`config.mk`:
```
export PLATFORM = sky130hd
export DESIGN_NAME = dial_supervisor
export DESIGN_NICKNAME = d
export VERILOG_FILES = /design/src/rtl/dsv_pkg.sv /design/src/rtl/dsv_tick_cnt.sv /design/src/rtl/dsv_digit_cnt.sv /design/src/rtl/dial_supervisor.sv
export SDC_FILE = /design/constraint.sdc
export NUM_CORES = 1
export LEC_CHECK = 0
export ABC_AREA = 1
export CAP_MARGIN = 20
export CELL_PAD_IN_SITES_DETAIL_PLACEMENT = 0
export CELL_PAD_IN_SITES_GLOBAL_PLACEMENT = 1
export CORE_UTILIZATION = 43
export CTS_BUF_LIST = sky130_fd_sc_hd__clkbuf_8
export CTS_CLUSTER_SIZE = 40
export DETAILED_ROUTE_END_ITERATION = 16
export DONT_BUFFER_PORTS = 1
export HOLD_SLACK_MARGIN = 0.15
export MAX_ROUTING_LAYER = met4
export PLACE_DENSITY_LB_ADDON = 0.12
export REMOVE_ABC_BUFFERS = 1
export SYNTH_ARGS = -nofsm -noshare
export SYNTH_HDL_FRONTEND = slang
export SYNTH_HIERARCHICAL = 1
export SYNTH_SLANG_ARGS = --single-unit
```
`constraint.sdc`:
```
create_clock -name clk -period 1.8 [get_ports clk]
set_input_delay 0.36 -clock clk [delete_from_list [all_inputs] [get_ports clk]]
set_output_delay 0.36 -clock clk [all_outputs]
set_load 0.05 [all_outputs]
```
`src/rtl/dsv_pkg.sv`:
```
package dsv_pkg;

    typedef enum logic [2:0] {
        S_IDLE    = 3'd0,
        S_TONE    = 3'd1,
        S_COLLECT = 3'd2,
        S_DONE    = 3'd3,
        S_ERROR   = 3'd4
    } dsv_state_e;

    typedef enum logic [2:0] {
        V_NONE      = 3'd0,
        V_FIRST_TO  = 3'd1,
        V_GAP_TO    = 3'd2,
        V_TOO_FAST  = 3'd3,
        V_TOTAL_TO  = 3'd4
    } dsv_viol_e;

endpackage

```
`src/rtl/dsv_tick_cnt.sv`:
```
// Saturating tick counter with synchronous clear; clear wins over count.
module dsv_tick_cnt #(
    parameter int CAP = 3000,
    localparam int W  = $clog2(CAP + 1)
) (
    input  logic         clk,
    input  logic         rst_n,
    input  logic         clr,
    input  logic         tick,
    output logic [W-1:0] cnt
);
    localparam logic [W-1:0] CAP_V = W'(CAP);

    always_ff @(posedge clk or negedge rst_n) begin
        if (!rst_n) begin
            cnt <= '0;
        end else if (clr) begin
            cnt <= '0;
        end else if (tick && (cnt != CAP_V)) begin
            cnt <= cnt + 1'b1;
        end
    end
endmodule

```
`src/rtl/dsv_digit_cnt.sv`:
```
// Counts accepted digits; flags when the next accepted digit completes a number.
module dsv_digit_cnt #(
    parameter int NUM_DIGITS = 7,
    localparam int W = $clog2(NUM_DIGITS + 1)
) (
    input  logic clk,
    input  logic rst_n,
    input  logic clr,
    input  logic inc,
    output logic last_next
);
    localparam logic [W-1:0] LAST_V = W'(NUM_DIGITS - 1);
    localparam logic [W-1:0] FULL_V = W'(NUM_DIGITS);

    logic [W-1:0] cnt;

    always_ff @(posedge clk or negedge rst_n) begin
        if (!rst_n) begin
            cnt <= '0;
        end else if (clr) begin
            cnt <= '0;
        end else if (inc && (cnt != FULL_V)) begin
            cnt <= cnt + 1'b1;
        end
    end

    assign last_next = (cnt == LAST_V);
endmodule

```
`src/rtl/dial_supervisor.sv`:
```
module dial_supervisor
    import dsv_pkg::*;
#(
    parameter int FIRST_MAX_TICKS = 3000,
    parameter int GAP_MAX_TICKS   = 2000,
    parameter int GAP_MIN_TICKS   = 50,
    parameter int TOTAL_MAX_TICKS = 3000,
    parameter int NUM_DIGITS      = 7
) (
    input  logic       clk,
    input  logic       rst_n,
    input  logic       off_hook,
    input  logic       digit_stb,
    input  logic       tick,
    output logic       dial_tone,
    output logic       number_done,
    output logic [2:0] viol_code
);
    localparam int GAP_CAP = (FIRST_MAX_TICKS > GAP_MAX_TICKS) ? FIRST_MAX_TICKS : GAP_MAX_TICKS;
    localparam int GAP_W   = $clog2(GAP_CAP + 1);
    localparam int TOT_W   = $clog2(TOTAL_MAX_TICKS + 1);

    localparam logic [GAP_W-1:0] FIRST_LAST = GAP_W'(FIRST_MAX_TICKS - 1);
    localparam logic [GAP_W-1:0] GAP_LAST   = GAP_W'(GAP_MAX_TICKS - 1);
    localparam logic [GAP_W-1:0] GAP_MIN_V  = GAP_W'(GAP_MIN_TICKS);
    localparam logic [TOT_W-1:0] TOT_LAST   = TOT_W'(TOTAL_MAX_TICKS - 1);

    dsv_state_e       state, nxt;
    dsv_viol_e        code_n;
    logic             accept;
    logic             last_next;
    logic [GAP_W-1:0] gap_cnt;
    logic [TOT_W-1:0] tot_cnt;
    logic             in_idle;

    assign in_idle = (state == S_IDLE);

    // Ticks since dial tone started, or since the last accepted digit
    dsv_tick_cnt #(.CAP(GAP_CAP)) u_gap_cnt (
        .clk   (clk),
        .rst_n (rst_n),
        .clr   (in_idle || accept),
        .tick  (tick),
        .cnt   (gap_cnt)
    );

    // Ticks since dial tone started
    dsv_tick_cnt #(.CAP(TOTAL_MAX_TICKS)) u_tot_cnt (
        .clk   (clk),
        .rst_n (rst_n),
        .clr   (in_idle),
        .tick  (tick),
        .cnt   (tot_cnt)
    );

    dsv_digit_cnt #(.NUM_DIGITS(NUM_DIGITS)) u_dig_cnt (
        .clk       (clk),
        .rst_n     (rst_n),
        .clr       (in_idle),
        .inc       (accept),
        .last_next (last_next)
    );

    // Next-state logic: a digit beats a timer expiring on the same cycle;
    // a first-digit or gap expiry beats a total expiry.
    always_comb begin
        nxt    = state;
        code_n = V_NONE;
        accept = 1'b0;
        if (!off_hook) begin
            nxt = S_IDLE;
        end else begin
            unique case (state)
                S_IDLE: nxt = S_TONE;
                S_TONE: begin
                    if (digit_stb) begin
                        accept = 1'b1;
                        nxt    = S_COLLECT;
                    end else if (tick && (gap_cnt >= FIRST_LAST)) begin
                        nxt    = S_ERROR;
                        code_n = V_FIRST_TO;
                    end else if (tick && (tot_cnt >= TOT_LAST)) begin
                        nxt    = S_ERROR;
                        code_n = V_TOTAL_TO;
                    end
                end
                S_COLLECT: begin
                    if (digit_stb) begin
                        if (gap_cnt < GAP_MIN_V) begin
                            nxt    = S_ERROR;
                            code_n = V_TOO_FAST;
                        end else begin
                            accept = 1'b1;
                            if (last_next) nxt = S_DONE;
                        end
                    end else if (tick && (gap_cnt >= GAP_LAST)) begin
                        nxt    = S_ERROR;
                        code_n = V_GAP_TO;
                    end else if (tick && (tot_cnt >= TOT_LAST)) begin
                        nxt    = S_ERROR;
                        code_n = V_TOTAL_TO;
                    end
                end
                S_DONE:  nxt = S_DONE;
                S_ERROR: nxt = S_ERROR;
                default: nxt = S_IDLE;
            endcase
        end
    end

    // State register
    always_ff @(posedge clk or negedge rst_n) begin
        if (!rst_n) state <= S_IDLE;
        else        state <= nxt;
    end

    // Registered outputs, aligned with the state register
    always_ff @(posedge clk or negedge rst_n) begin
        if (!rst_n) begin
            dial_tone   <= 1'b0;
            number_done <= 1'b0;
            viol_code   <= 3'd0;
        end else begin
            dial_tone   <= (nxt == S_TONE);
            number_done <= (state == S_COLLECT) && (nxt == S_DONE);
            if (nxt == S_IDLE) begin
                viol_code <= 3'd0;
            end else if ((state != S_ERROR) && (nxt == S_ERROR)) begin
                viol_code <= code_n;
            end
        end
    end


    tone_rise_chk: assert property (@(posedge clk) disable iff (!rst_n)
        (state == S_IDLE && off_hook) |=> dial_tone);


    tone_drop_chk: assert property (@(posedge clk) disable iff (!rst_n)
        (dial_tone && digit_stb && off_hook) |=> !dial_tone);


    too_fast_chk: assert property (@(posedge clk) disable iff (!rst_n)
        (state == S_COLLECT && off_hook && digit_stb && gap_cnt < GAP_MIN_V)
        |=> (viol_code == 3'd3));


    done_pulse_chk: assert property (@(posedge clk) disable iff (!rst_n)
        number_done |=> !number_done);


    code_sticky_chk: assert property (@(posedge clk) disable iff (!rst_n)
        (viol_code != 3'd0 && off_hook) |=> (viol_code == $past(viol_code)));


    onhook_clear_chk: assert property (@(posedge clk) disable iff (!rst_n)
        !off_hook |=> (viol_code == 3'd0 && !dial_tone && !number_done));
endmodule

```
==> metrics.cfg, run 1 <==
[clock_tree]
cts_root_buf = clkbuf_8
cts_tree = done
htree_levels = 2
ctsLongestPathBuffers = 2
cts.clk_slew.worst_paths_ps = 80
worstSkewPairLatency_ps = 290
cts_buffers = 5
cts_sinks = 35

[final_layout]
num-fill-cells = 638
fin_nets = 419
n_antenna_cell = 0
fin_cells = 483
utilization_pct = 49.01
multi_input_area_sq_mm = 0.001481
area_delta_synth_final_pct = 9.542
drive_above_1_share_pct = 16.67
regArea_sq_um = 875.8

[hold_path]
hold_path_class = in -> reg

[pwr]
seq_power_share_pct = 50.1
clock_power_share_pct = 33.4
ir_drop_mv = 0.2596
p_leak_uw = 0.001500
p_sw_uw = 541.6
netSwitchingFraction_pct = 31.70
power_density_mw_per_mm2 = 588.9
combPwrFrac_pct = 16.5
internal-power_uw = 1167

[timing]
layout_min_cycle_time_ps = 1613
clock_skew_ps = 10.87
hold_viol_final = 0
tightestPinTransition_ps = 475.5
tns_ps = 0
max_freq_mhz = 620.0
rsz0062_at_grt = false
fin_crit_sh_pct = 89.60
maxSlewHeadroom_pct = 68.30
layout_setup_ws_ps = 187.1
finalSetupViolations = 0
drv_slew = 0

[setup_path]
critPathLaunchType = flip-flop
cp_max_fo = 11
worstSetupPathType = reg -> reg
cp.required_ps = 2030
end_kind = flip-flop
cp.arrival_ps = 1840

[floorplanning]
ios = 10
die_width_microns = 80.49
core_area_sq_mm = 0.005921
dieArea_sq_mm = 0.006478
initial_core_util_pct = 44.74
die_h_microns = 80.49
num_rows = 28

[outcome]
status = finished, final reports clean

[yosys]
yosysTopAreaCellShare_pct = 33.07
yosysWarnings = 6
synth_area_leader_cell = dfrtp_1
synth_area_leaders = dfrtp_1, nand2_1, inv_1
ys_seq_area_share_pct = 33.07
avgSynthCellArea_sq_um = 6.723
mappedNetlistArea_sq_mm = 0.002649
synthCells = 394
ys_ff_latch = 35
synth_cell_types = 31

[route]
via_per_inst = 4.975
wl_microns = 5895
first_pass_iters = 4
wl_per_cell_microns = 12.20
antenna_left = 0
via_count = 2403
drtIter0Drc = 78
drc_errors = 0

[global_routing]
grtUsageTotal_pct = 21.12
grt_max_degree = 36
grt_pass1_vias = 2299
grt_pass1_wl_microns = 10280
antenna_found_initial = 0
grt-ovfl-total = 0

[place]
dpl_worst_slack_ps = 42.20
port_buffers = 0
dpl.cell_count = 472
dp_hpwl_microns = 4352
place_congestion = 0.8213

[flow_run]
cap_viol_max_count = 0

-- critical path: stages (launching register included) --
cell and delay (ps):
dfrtp_1 380, nor2_1 130, nand2_1 80, nor2_2 130
nand2_4 90, a21oi_1 210, o22ai_2 140, nor2_4 140
buf_12 140, nand2_1 50, nand2_1 70
-- metal layers --
metal  GRT usage, %  up-vias  share of wire (%)
met1          23.98     1101                 47
met5              -        -                  0
met3          3.750        6                3.0
li1               -     1263                  -
met2          37.37       33                 49
met4          6.786        0                1.2
-- synthesized netlist by cell type --
cell type,number
a21oi_1,3
a21oi_2,2
a31oi_1,1
buf_1,2
buf_4,4
buf_6,4
clkinv_2,1
dfrtp_1,35
ha_1,7
inv_1,51
inv_2,5
nand2_1,129
nand2_2,14
nand2_4,1
nand3_1,38
nand3_2,4
nand3b_1,4
nand4_1,22
nor2_1,37
nor2_2,7
nor2_4,3
nor3_2,2
o211ai_1,1
o21ai_0,1
o21ai_1,2
o21ai_2,1
o21bai_1,1
o22ai_1,1
o32ai_1,1
or2_2,4
xor2_1,6
-- path summary, 6_finish.rpt --
check	start	endpoint	slack [ps]	cells after the start
max in group asynchronous	rst_n	u_gap_cnt/cnt[3]	1090	2
hold reg to reg	u_dig_cnt/cnt[2]	u_dig_cnt/cnt[2]	550	2
setup reg to reg	u_gap_cnt/cnt[8]	u_gap_cnt/cnt[5]	190	10
hold / removal	off_hook	viol_code[0]	190	2
min in group asynchronous	rst_n	viol_code[0]	520	2
setup / recovery	u_gap_cnt/cnt[8]	u_gap_cnt/cnt[5]	190	10
-- layout by cell type, fill, tap and decap left out, types with 3 or more instances in the layout --
cell type	netlist	routed
nand3b_1	4	4
nand4_1	22	22
nand3_2	4	4
nand2_1	129	129
nand3_1	38	38
nor2_1	37	37
or2_2	4	4
nor2_4	3	3
nand2_2	14	14
inv_1	51	51
a21oi_1	3	3
inv_2	5	5
xor2_1	6	6
clkbuf_8	0	5
buf_4	4	13
ha_1	7	7
dfrtp_1	35	35
nor2_2	7	7
-- area by class of cell --
cell class | count | area share [%]
clock buffers | 5 | 2.372
clock inverters | 3 | 0.5606
inverters | 57 | 7.503
multi-input cells | 292 | 51.06
flip-flops and latches | 35 | 30.19
well taps | 75 | 3.234
repair buffers | 16 | 5.088
-- logic make-up (layout without fill, tap and decap cells) --
group | after synthesis | after routing | synth area share [%]
fa+ha+maj | 7 | 7 | 3.306
flops | 35 | 35 | 33.07
buf+inv | 67 | 81 | 11.24
compound gates | 14 | 14 | 3.496
xor+xnor | 6 | 6 | 1.984
simple gates | 265 | 265 | 46.91
-- repair_timing --
action                                  in CTS  in global routing
hold endpoints to repair                    35                  0
resized for setup                            0                  3
buffers inserted                             0                  1
endpoints found under the setup margin       0                 12
hold buffers                                 2                  0
-- power groups by stage --
stage | Sequential (uW) | Clock (uW) | Combinational, uW
after global placement | 871 | 0 | 243
final | 855 | 571 | 282
after floorplan | 865 | 0 | 172
after detailed placement | 871 | 0 | 245
after global routing | 859 | 623 | 325
after CTS | 855 | 587 | 271
-- per-stage QoR --
step / cell area (sq um) / hold slack, ps / total power (uW)
after floorplan: 2566 / 64.41 / 1036
after global placement: 2758 / 65.17 / 1114
after detailed placement: 2758 / 65.45 / 1116
after CTS: 2873 / 182.4 / 1713
after global routing: 2902 / 182.4 / 1807
final: 2902 / 187.0 / 1709
-- registers in the layout (all words and copies together) (netlist names) --
name           flops
u_gap_cnt/cnt     12
u_tot_cnt/cnt     12
state              3
u_dig_cnt/cnt      3
viol_code          3
dial_tone          1
number_done        1
(Power assumes the default switching activity.)
==> run 2, diff against run 1 <==
CORE_MARGIN = 3   (was unset)
==> metrics.cfg, run 2 (synthesized netlist as in run 1, its figures left out) <==
[outcome]
status = finished, final reports clean

[pwr]
ir_drop_mv = 0.2980
power_density_mw_per_mm2 = 585.4
p_total_uw = 1723
p_leak_uw = 0.001534

[floorplanning]
initial_core_util_pct = 46.12
die_width_microns = 84.49
num_rows = 27
ios = 10
dieArea_sq_mm = 0.007138
core_area_sq_mm = 0.005743
die_h_microns = 84.49

[clock_tree]
cts_sinks = 35
ctsLongestPathBuffers = 2
htree_levels = 2
cts_buffers = 5
cts_tree = done
cts_root_buf = clkbuf_8
cts.clk_slew.worst_paths_ps = 70
worstSkewPairLatency_ps = 290

[timing]
maxSlewHeadroom_pct = 67.61
drv_slew = 0
layout_min_cycle_time_ps = 1603
rsz0062_at_grt = false
max_freq_mhz = 624.0
hold_viol_final = 0
clock_skew_ps = 3.279
tns_ps = 0
fin_crit_sh_pct = 89.03
hold_slack_ps = 193.8
finalSetupViolations = 0
tightestPinTransition_ps = 485.8

[place]
dp_hpwl_microns = 4423
port_buffers = 0
place_congestion = 0.8700

[hold_path]
min_to = viol_code[0]
hold_path_class = in -> reg
hold_depth = 2
hp-start = off_hook

[setup_path]
cp_max_fo = 7
critPathLaunchType = flip-flop
r2r_setup_slack_ps = 200
cp.required_ps = 1980
worstSetupPathType = reg -> reg
end_kind = flip-flop
r2r-start = state[2]
critPathMaxStageDelay_ps = 470
crit_path_cell_trace = inv_2 > nand2_2 > nor2_2 > a21oi_2 > o22ai_2 > inv_1 > buf_4 > nand4_1 > nand2_1
cp.arrival_ps = 1790
reg2regPathDepth = 9
r2r_end = u_gap_cnt/cnt[10]
cp_slowest_cell = dfrtp_1

[route]
via_count = 2423
drc_errors = 0
drtIter0Drc = 87
via_per_inst = 4.986
first_pass_iters = 4
antenna_left = 0
wl_microns = 6013
wl_per_cell_microns = 12.37

[final_layout]
final_common_cell = nand2_1
most-common-layout-cells = nand2_1, inv_1, nand3_1
drive_above_1_share_pct = 18.36
fin_nets = 425
top_regs = u_gap_cnt/cnt (12), u_tot_cnt/cnt (12)
area_delta_synth_final_pct = 11.10
utilization_pct = 51.24
n_antenna_cell = 0

[global_routing]
grt_pass1_vias = 2167
grt-ovfl-total = 0
grtUsageTotal_pct = 18.02
grt_max_degree = 36
grt_pass1_wl_microns = 10230
antenna_found_initial = 0

[flow_run]
cap_viol_max_count = 0

-- run 2: changes by cell type in the layout (fill, tap and decap cells not counted) --
cell / delta
buf_4: +6
clkinv_2: +2
a21oi_1: -1
a21oi_2: +1
clkinvlp_4: -1
inv_1: -1
inv_2: +1
inv_4: -1
-- run 2: final cells by class --
| type | instances | area (sq um) |
|---|---|---|
| inverters | 57 | 215.2 |
| well taps | 72 | 90.09 |
| clock inverters | 3 | 15.01 |
| clock buffers | 5 | 68.82 |
| flip-flops and latches | 35 | 875.8 |
| repair buffers | 22 | 192.7 |
| multi-input cells | 292 | 1485 |
| fillers | 575 | 2800 |
-- run 2: timing repair --
item,CTS,global route
hold endpoints to repair,35,0
setup buffers,0,1
setup endpoints to repair,0,12
gates resized for setup,0,3
hold buffers,2,0
-- run 2: routing by layer --
layer	routed length, microns	part of all wire (%)	up-vias	global-route usage, %
met4	59	0.98	0	5.180
met5	0	0	-	-
met2	2670	44	43	25.27
met3	251	4.2	6	4.122
met1	3031	50	1099	25.82
li1	-	-	1275	-
-- run 2: worst max-delay path by stage --
| stage | from | end | slack [ps] | cells past startpoint |
|---|---|---|---|---|
| floorplan | u_gap_cnt/cnt[7] | u_gap_cnt/cnt[11] | 220 | 9 |
| global placement | state[2] | u_gap_cnt/cnt[10] | 130 | 9 |
| detailed placement | state[2] | u_gap_cnt/cnt[10] | 130 | 9 |
| CTS | state[2] | u_gap_cnt/cnt[10] | 120 | 9 |
| global route | state[1] | number_done | 3 | 8 |
| finish | state[2] | u_gap_cnt/cnt[10] | 200 | 9 |
-- run 2: where the power goes --
group | internal (uW) | switching, uW | total, uW | leakage [uW]
logic | 106 | 196 | 302 | 0.00100
registers | 809 | 45.4 | 854 | 0.000484
clock network | 265 | 301 | 566 | 0.0000477
total | 1180 | 543 | 1720 | 0.00153
-- run 2: critical path, delay by kind of cell (launching register included) --
family / cells / cell delay [ps]
flops: 1 / 470
buf+inv: 3 / 380
simple gates: 4 / 370
compound gates: 2 / 280
-- run 2: stage by stage --
stage | cells | cell area, sq um | setup slack [ps]
final | 486 | 2943 | 197.5
after global routing | 486 | 2943 | 2.764
after CTS | 485 | 2913 | 115.7
after detailed placement | 475 | 2799 | 134.3
after global placement | 475 | 2799 | 132.4
after floorplan | 384 | 2566 | 216.0
